==> config.mk <==
export PLATFORM = sky130hd
export DESIGN_NAME = spi_rx_seq
export DESIGN_NICKNAME = d
export VERILOG_FILES = /design/src/rtl/spi_rx_pkg.sv /design/src/rtl/spi_rx_dly.sv /design/src/rtl/spi_rx_shift.sv /design/src/rtl/spi_rx_fifo.sv /design/src/rtl/spi_rx_seq.sv
export SDC_FILE = /design/constraint.sdc
export NUM_CORES = 1
export LEC_CHECK = 0
export ABC_AREA = 0
export BUFFER_PORTS_ARGS = -buffer_cell sky130_fd_sc_hd__clkbuf_2
export CORE_ASPECT_RATIO = 1.75
export CORE_MARGIN = 3
export CORE_UTILIZATION = 50
export DETAILED_ROUTE_END_ITERATION = 10
export GPL_TIMING_DRIVEN = 0
export PLACE_DENSITY = 0.71
export SLEW_MARGIN = 40
export SYNTH_ARGS = -nofsm -noshare
export SYNTH_HDL_FRONTEND = slang
export SYNTH_SLANG_ARGS = --single-unit
==> constraint.sdc <==
create_clock -name clk_i -period 4.13 [get_ports clk_i]
set_input_delay 0.2065 -clock clk_i [delete_from_list [all_inputs] [get_ports clk_i]]
set_output_delay 0.2065 -clock clk_i [all_outputs]
set_load 0.01 [all_outputs]
==> src/rtl/spi_rx_pkg.sv <==
package spi_rx_pkg;
  typedef enum logic [2:0] {
    ST_IDLE  = 3'd0,
    ST_LEAD  = 3'd1,
    ST_LOW   = 3'd2,
    ST_HIGH  = 3'd3,
    ST_TRAIL = 3'd4,
    ST_GAP   = 3'd5
  } rx_state_e;
endpackage

==> src/rtl/spi_rx_dly.sv <==
module spi_rx_dly #(
  parameter int DLY_W = 8
) (
  input  logic             clk_i,
  input  logic             rst_ni,
  input  logic             clr_i,
  input  logic [DLY_W-1:0] dly_i,
  output logic             done_o
);
  logic [DLY_W-1:0] cnt_q;
  logic [DLY_W-1:0] lim;

  // zero acts as one cycle
  assign lim    = (dly_i == '0) ? '0 : dly_i - 1'b1;
  assign done_o = (cnt_q == lim);

  always_ff @(posedge clk_i or negedge rst_ni) begin
    if (!rst_ni)    cnt_q <= '0;
    else if (clr_i) cnt_q <= '0;
    else            cnt_q <= cnt_q + 1'b1;
  end

  a_r10_clear_restarts: assert property (@(posedge clk_i) disable iff (!rst_ni)
    clr_i |=> (cnt_q == '0));
endmodule

==> src/rtl/spi_rx_shift.sv <==
module spi_rx_shift #(
  parameter int MAX_BITS = 32
) (
  input  logic                clk_i,
  input  logic                rst_ni,
  input  logic                clr_i,
  input  logic                sample_i,
  input  logic                miso_i,
  output logic [MAX_BITS-1:0] word_o
);
  logic [MAX_BITS-1:0] sh_q;

  assign word_o = {sh_q[MAX_BITS-2:0], miso_i};

  always_ff @(posedge clk_i or negedge rst_ni) begin
    if (!rst_ni)       sh_q <= '0;
    else if (clr_i)    sh_q <= '0;
    else if (sample_i) sh_q <= word_o;
  end

  a_r3_no_sample_on_clear: assert property (@(posedge clk_i) disable iff (!rst_ni)
    clr_i |-> !sample_i);
endmodule

==> src/rtl/spi_rx_fifo.sv <==
module spi_rx_fifo #(
  parameter int W     = 32,
  parameter int DEPTH = 1,
  localparam int LVL_W = $clog2(DEPTH + 1)
) (
  input  logic             clk_i,
  input  logic             rst_ni,
  input  logic             push_i,
  input  logic [W-1:0]     wdata_i,
  input  logic             pop_i,
  output logic [W-1:0]     rdata_o,
  output logic [LVL_W-1:0] level_o,
  output logic             full_o
);
  logic [LVL_W-1:0] lvl_q;
  logic             do_pop;

  assign do_pop  = pop_i && (lvl_q != '0);
  assign full_o  = (lvl_q == LVL_W'(DEPTH));
  assign level_o = lvl_q;

  always_ff @(posedge clk_i or negedge rst_ni) begin
    if (!rst_ni) lvl_q <= '0;
    else         lvl_q <= lvl_q + LVL_W'(push_i) - LVL_W'(do_pop);
  end

  generate
    if (DEPTH == 1) begin : g_single
      logic [W-1:0] d_q;
      always_ff @(posedge clk_i or negedge rst_ni) begin
        if (!rst_ni)     d_q <= '0;
        else if (push_i) d_q <= wdata_i;
      end
      assign rdata_o = d_q;
    end else begin : g_ring
      localparam int PTR_W = $clog2(DEPTH);
      logic [W-1:0]     mem_q [DEPTH];
      logic [PTR_W-1:0] wp_q, rp_q;
      always_ff @(posedge clk_i or negedge rst_ni) begin
        if (!rst_ni) begin
          wp_q <= '0;
          rp_q <= '0;
        end else begin
          if (push_i) wp_q <= (wp_q == PTR_W'(DEPTH - 1)) ? '0 : wp_q + 1'b1;
          if (do_pop) rp_q <= (rp_q == PTR_W'(DEPTH - 1)) ? '0 : rp_q + 1'b1;
        end
      end
      always_ff @(posedge clk_i) begin
        if (push_i) mem_q[wp_q] <= wdata_i;
      end
      assign rdata_o = mem_q[rp_q];
    end
  endgenerate

  a_r11_no_overflow: assert property (@(posedge clk_i) disable iff (!rst_ni)
    push_i |-> !full_o);
  a_r5_level_step: assert property (@(posedge clk_i) disable iff (!rst_ni)
    (!push_i && do_pop) |=> (lvl_q == $past(lvl_q) - 1'b1));
endmodule

==> src/rtl/spi_rx_seq.sv <==
module spi_rx_seq
  import spi_rx_pkg::*;
#(
  parameter int MAX_BITS   = 32,
  parameter int FIFO_DEPTH = 1,
  parameter int DLY_W      = 8,
  localparam int LEN_W = $clog2(MAX_BITS),
  localparam int LVL_W = $clog2(FIFO_DEPTH + 1)
) (
  input  logic                clk_i,
  input  logic                rst_ni,
  input  logic                en_i,
  input  logic [LEN_W-1:0]    len_i,
  input  logic [DLY_W-1:0]    half_i,
  input  logic [DLY_W-1:0]    lead_i,
  input  logic [DLY_W-1:0]    trail_i,
  input  logic [DLY_W-1:0]    gap_i,
  input  logic                use_dma_i,
  input  logic                miso_i,
  input  logic                rd_i,
  output logic                sck_o,
  output logic                cs_no,
  output logic [MAX_BITS-1:0] rd_data_o,
  output logic [LVL_W-1:0]    level_o,
  output logic                fifo_irq_o,
  output logic                dma_req_o,
  output logic                done_irq_o
);
  rx_state_e state_q, state_d;
  logic [DLY_W-1:0]    lim;
  logic                ph_done, ph_clr;
  logic [LEN_W-1:0]    bit_q;
  logic                last_q;
  logic                sample, push, full, start_ok, frame_start;
  logic [MAX_BITS-1:0] word;
  logic [LVL_W-1:0]    lvl;
  logic                rise_q_irq, rise_q_dma, done_q;

  assign start_ok    = en_i && !full;
  assign sample      = (state_q == ST_LOW) && ph_done;
  assign push        = sample && (bit_q == len_i);
  assign ph_clr      = (state_d != state_q);
  assign frame_start = (state_d == ST_LEAD) && (state_q != ST_LEAD);

  always_comb begin
    unique case (state_q)
      ST_LEAD:         lim = lead_i;
      ST_LOW, ST_HIGH: lim = half_i;
      ST_TRAIL:        lim = trail_i;
      ST_GAP:          lim = gap_i;
      default:         lim = '0;
    endcase
  end

  always_comb begin
    state_d = state_q;
    unique case (state_q)
      ST_IDLE:  if (start_ok) state_d = ST_LEAD;
      ST_LEAD:  if (ph_done)  state_d = ST_LOW;
      ST_LOW:   if (ph_done)  state_d = ST_HIGH;
      ST_HIGH:  if (ph_done)  state_d = last_q ? ST_TRAIL : ST_LOW;
      ST_TRAIL: if (ph_done)  state_d = ST_GAP;
      ST_GAP:   if (ph_done)  state_d = start_ok ? ST_LEAD : ST_IDLE;
      default:                state_d = ST_IDLE;
    endcase
  end

  always_ff @(posedge clk_i or negedge rst_ni) begin
    if (!rst_ni) begin
      state_q <= ST_IDLE;
      bit_q   <= '0;
      last_q  <= 1'b0;
    end else begin
      state_q <= state_d;
      if (frame_start) begin
        bit_q  <= '0;
        last_q <= 1'b0;
      end else if (sample) begin
        bit_q <= bit_q + 1'b1;
        if (push) last_q <= 1'b1;
      end
    end
  end

  spi_rx_dly #(.DLY_W(DLY_W)) u_dly (
    .clk_i (clk_i),
    .rst_ni(rst_ni),
    .clr_i (ph_clr),
    .dly_i (lim),
    .done_o(ph_done)
  );

  spi_rx_shift #(.MAX_BITS(MAX_BITS)) u_shift (
    .clk_i   (clk_i),
    .rst_ni  (rst_ni),
    .clr_i   (frame_start),
    .sample_i(sample),
    .miso_i  (miso_i),
    .word_o  (word)
  );

  spi_rx_fifo #(.W(MAX_BITS), .DEPTH(FIFO_DEPTH)) u_fifo (
    .clk_i  (clk_i),
    .rst_ni (rst_ni),
    .push_i (push),
    .wdata_i(word),
    .pop_i  (rd_i),
    .rdata_o(rd_data_o),
    .level_o(lvl),
    .full_o (full)
  );

  // level event: empty now, nonempty next cycle
  always_ff @(posedge clk_i or negedge rst_ni) begin
    if (!rst_ni) begin
      rise_q_irq <= 1'b0;
      rise_q_dma <= 1'b0;
      done_q     <= 1'b0;
    end else begin
      rise_q_irq <= (lvl == '0) && push && !use_dma_i;
      rise_q_dma <= (lvl == '0) && push &&  use_dma_i;
      done_q     <= (state_q == ST_TRAIL) && ph_done;
    end
  end

  assign level_o    = lvl;
  assign fifo_irq_o = rise_q_irq;
  assign dma_req_o  = rise_q_dma;
  assign done_irq_o = done_q;
  assign sck_o      = (state_q == ST_HIGH);
  assign cs_no      = (state_q == ST_IDLE) || (state_q == ST_GAP);

  a_r2_sck_inside_cs: assert property (@(posedge clk_i) disable iff (!rst_ni)
    sck_o |-> !cs_no);
  a_r7_done_one_cycle: assert property (@(posedge clk_i) disable iff (!rst_ni)
    done_irq_o |=> !done_irq_o);
  a_r7_done_at_cs_rise: assert property (@(posedge clk_i) disable iff (!rst_ni)
    done_irq_o |-> cs_no);
  a_r6_irq_on_first_word: assert property (@(posedge clk_i) disable iff (!rst_ni)
    (fifo_irq_o || dma_req_o) |-> (lvl != '0));
  a_r6_routes_exclusive: assert property (@(posedge clk_i) disable iff (!rst_ni)
    !(fifo_irq_o && dma_req_o));
  a_r8_start_needs_room: assert property (@(posedge clk_i) disable iff (!rst_ni)
    (state_q == ST_LEAD && $past(state_q) != ST_LEAD) |-> !$past(full));
endmodule

==> impl_metrics.py <==
metrics = {
    "run_status": {
        "outcome": "finished clean",
    },
    "logic_synthesis": {
        "synth-main-ff-cell": "sky130_fd_sc_hd__dfrtp_1",
        "synthCells": 365,
        "synth_mux_area_share_pct": 20.5,
        "synth-compound-area-share_pct": 6.87,
        "syn-num-nets": 412,
        "postSynth.asyncResetShare_pct": 100,
        "dominant_combinational_cell_family_by_area_after_synthesis": "multiplexers",
        "synth_enable_flop_cells": 0,
        "synth.distinct_cells": 61,
        "synthSimpleGateAreaFrac_pct": 16.1,
        "synthXorXnorAreaFrac_pct": 4.17,
        "synthesis.area_per_instance_um2": 12.1,
        "ys_seq_elements": 84,
        "arithmetic_cell_share_of_the_synthesized_area_counting_full_adders_half_adders_and_majority_gates_pct": 1.13,
        "ys_warn_count": 0,
        "syn_area_mm2": 0.00441,
        "synth.yosys.seq_area_share_pct": 47.7,
    },
    "critical_path": {
        "path_cells": "buf_4, mux2_1, a211oi_2, ha_1, o31ai_1, nor3_2, buf_4, and4bb_1, o21ai_1, o311ai_2, nor4b_4, buf_6, nand2_4, buf_6, mux2_4",
        "cp.arrival_ns": 4.06,
        "worstSetupPathType": "register to register",
        "timing.reg2reg.setup_slack_ns": 0.28,
        "rr_endpoint": "u_fifo.rdata_o[23]",
        "critical_path_required_ns": 4.34,
        "end_kind": "register",
        "worstPathMaxFanout": 10,
        "critical-path-max-stage-delay_ns": 0.41,
        "cp_slowest_cell": "sky130_fd_sc_hd__a211oi_2",
        "startpoint_type": "register",
        "worst-r2r-cell-count": 15,
        "worst_r2r_src": "state_q[2]",
    },
    "min_path": {
        "hold_start": "use_dma_i",
        "worstHoldPathType": "input pin to register",
        "timing.hold.worst_path_depth": 2,
        "worst_hold_path.endpoint": "fifo_irq_o",
    },
    "cells_and_area": {
        "layout.cells.most_common_list": "84 x sky130_fd_sc_hd__dfrtp_1, 79 x sky130_fd_sc_hd__clkbuf_2, 54 x sky130_fd_sc_hd__nor2_1, 41 x sky130_fd_sc_hd__mux2i_1, 29 x sky130_fd_sc_hd__mux2_4",
        "finalNetCount": 506,
        "mostFrequentLayoutCell": "sky130_fd_sc_hd__dfrtp_1",
        "drive_gt1_share_pct": 34.9,
        "insertedDiodeCount": 0,
        "layoutNonFillerInstCount": 579,
        "syn_to_final_growth_pct": 21.2,
        "final_design_area_excluding_fillers_mm2": 0.00535,
        "fill_cells": 671,
        "final_core_util_pct": 63.5,
    },
    "grt": {
        "global_route.usage.total_pct": 20.0,
        "grt_pass1_wl_mm": 15.9,
        "antenna_found_initial": 0,
        "grt_pass1_vias": 3279,
        "grt_remaining_overflow": 0,
        "grt_start_max_net_pins": 71,
    },
    "sta": {
        "timing_hold_violations_final": 0,
        "final-setup-viol-count": 0,
        "post-route-period-util_pct": 93.2,
        "tightestPinTransition_ns": 0.743,
        "relSlewSlack_pct": 50.1,
        "timing.final.crit_period_ns": 3.85,
        "timing.clock.skew_ns": 0.00607,
        "drv_slew": 0,
        "grt_setup_unrepaired": "no",
        "final.setup.tns_ns": 0,
        "max_clock_freq_mhz": 260,
        "fin_worst_hold_slack_ns": 0.0390,
    },
    "routing": {
        "route.vias.total": 3105,
        "first_iter_violations": 134,
        "average_detailed_routed_wire_length_per_instance_um": 15.9,
        "drt-vias-per-instance": 5.36,
        "detail_route.drc_violations": 0,
        "drt-pass1-iter-count": 4,
        "detail-route-antenna-nets": 0,
        "postRouteWirelength_mm": 9.19,
    },
    "die": {
        "core_region_area_mm2": 0.00842,
        "core.rowCount": 44,
        "die_height_um": 130,
        "die-width_um": 77.0,
        "start_util_pct": 52.4,
        "design.portCount": 81,
        "floorplan.die_area_mm2": 0.0100,
    },
    "clock_tree": {
        "clock_tree.htree_level_count": 3,
        "cts_made_buffers": 9,
        "clock_sink_count": 84,
        "cts_tree": "done",
        "clock_transition_at_the_registers_of_the_reported_paths_ns": 0.06,
        "clk_latency_ns": 0.33,
        "cts-root-buf": "sky130_fd_sc_hd__clkbuf_16",
        "clock_path_buffers": 2,
    },
    "placement": {
        "finalWeightedCongestion": 0.839,
        "placedCellCount": 561,
        "port_buffers": 80,
        "placement.cell_area_mm2": 0.00499,
        "dpl.hpwl_mm": 6.87,
    },
    "flow_run": {
        "max-cap-violations": 0,
    },
    "power": {
        "pwr_density_cell_mw_per_mm2": 451,
        "peakVddDrop_mv": 0.300,
        "total_leakage_power_nw": 2.72,
    },
}
cells in the mapped netlist (3+ instances only):
| cell type | instances | share of area (%) |
|---|---|---|
| sky130_fd_sc_hd__a21oi_1 | 7 | 0.79 |
| sky130_fd_sc_hd__and2_1 | 3 | 0.43 |
| sky130_fd_sc_hd__buf_2 | 6 | 0.68 |
| sky130_fd_sc_hd__buf_4 | 4 | 0.68 |
| sky130_fd_sc_hd__buf_6 | 7 | 1.8 |
| sky130_fd_sc_hd__dfrtp_1 | 84 | 48 |
| sky130_fd_sc_hd__ha_1 | 4 | 1.1 |
| sky130_fd_sc_hd__inv_1 | 5 | 0.43 |
| sky130_fd_sc_hd__mux2_2 | 3 | 0.77 |
| sky130_fd_sc_hd__mux2_4 | 29 | 9.9 |
| sky130_fd_sc_hd__mux2i_1 | 41 | 9.3 |
| sky130_fd_sc_hd__nand2_1 | 6 | 0.51 |
| sky130_fd_sc_hd__nand2b_1 | 3 | 0.43 |
| sky130_fd_sc_hd__nand3_1 | 10 | 1.1 |
| sky130_fd_sc_hd__nand3b_1 | 6 | 1.0 |
| sky130_fd_sc_hd__nand4bb_1 | 3 | 0.77 |
| sky130_fd_sc_hd__nor2_1 | 54 | 4.6 |
| sky130_fd_sc_hd__nor2b_1 | 6 | 0.85 |
| sky130_fd_sc_hd__nor3_1 | 6 | 0.68 |
| sky130_fd_sc_hd__o211ai_1 | 3 | 0.51 |
| sky130_fd_sc_hd__o211ai_2 | 4 | 1.1 |
| sky130_fd_sc_hd__or2_2 | 3 | 0.43 |
| sky130_fd_sc_hd__xnor2_1 | 13 | 2.6 |
| sky130_fd_sc_hd__xor2_1 | 8 | 1.6 |
routing by layer:
layer	share of wire, %	vias up	GRT usage (%)	wire length [um]
met3	4.9	31	4.77	454
li1	-	1485	-	-
met1	39	1499	22.4	3570
met4	5.5	0	12.4	508
met2	51	90	34.6	4650
met5	0	-	0	0
flip-flops by register name, indices dropped and copies added, names as in the netlist, 3 cells and up:
signal,flops
bit_q,5
u_dly.cnt_q,8
u_shift.sh_q,31
state_q,3
u_fifo.rdata_o,32
critical path: cells and delay by family (launching register included):
kind,cells,cell delay [ns]
flops,1,0.36
simple gates,4,0.83
fa+ha+maj,1,0.26
compound gates,4,0.93
buf+inv,4,0.71
mux,2,0.63
timing repair:
| item | in CTS | in global routing |
|---|---|---|
| gates resized for setup | 0 | 0 |
| hold buffers | 1 | 0 |
| setup endpoints to repair | 0 | 59 |
| setup buffers | 0 | 1 |
| endpoints found under the hold margin | 14 | 0 |
worst max path at each step:
stage               start                  to  cells after the start
4_1_cts        state_q[2]    u_shift.sh_q[21]                     14
6_report       state_q[2]  u_fifo.rdata_o[23]                     15
3_3_place_gp   state_q[2]  u_fifo.rdata_o[30]                     14
2_1_floorplan  state_q[2]  u_fifo.rdata_o[10]                     14
3_5_place_dp   state_q[2]    u_shift.sh_q[16]                     14
5_1_grt        state_q[1]  u_fifo.rdata_o[23]                     15
report_power, final:
part / total [mW] / internal (mW) / switching [mW] / leakage [nW]
logic: 0.617 / 0.256 / 0.362 / 1.40
registers: 0.910 / 0.857 / 0.0535 / 1.16
clock network: 0.882 / 0.579 / 0.302 / 0.162
per-stage QoR:
stage | total power [mW] | worst slack (ns)
2_1_floorplan | 1.38 | 0.686
3_3_place_gp | 1.52 | 0.229
3_5_place_dp | 1.54 | 0.164
4_1_cts | 2.43 | 0.153
5_1_grt | 2.55 | 0.0340
6_report | 2.41 | 0.283
area by class of cell:
class / count / area, um^2 / area share [%]
timing repair buffer: 83 / 454 / 8.50
multi-input combinational: 258 / 2150 / 40.2
buffer: 18 / 143 / 2.67
clock inverter: 3 / 67.6 / 1.26
tap: 115 / 144 / 2.69
clock buffer: 13 / 270 / 5.05
sequential: 84 / 2100 / 39.3
inverter: 5 / 18.8 / 0.351
cells by family after synthesis:
family | Yosys count
buffers and inverters | 23
multiplexers | 75
adder cells (fa/ha/maj) | 4
XOR/XNOR | 21
flip-flops | 84
AND/OR/NAND/NOR | 123
AO/OA/AOI/OAI | 35
Note: power is estimated with default switching activity, not from simulation.
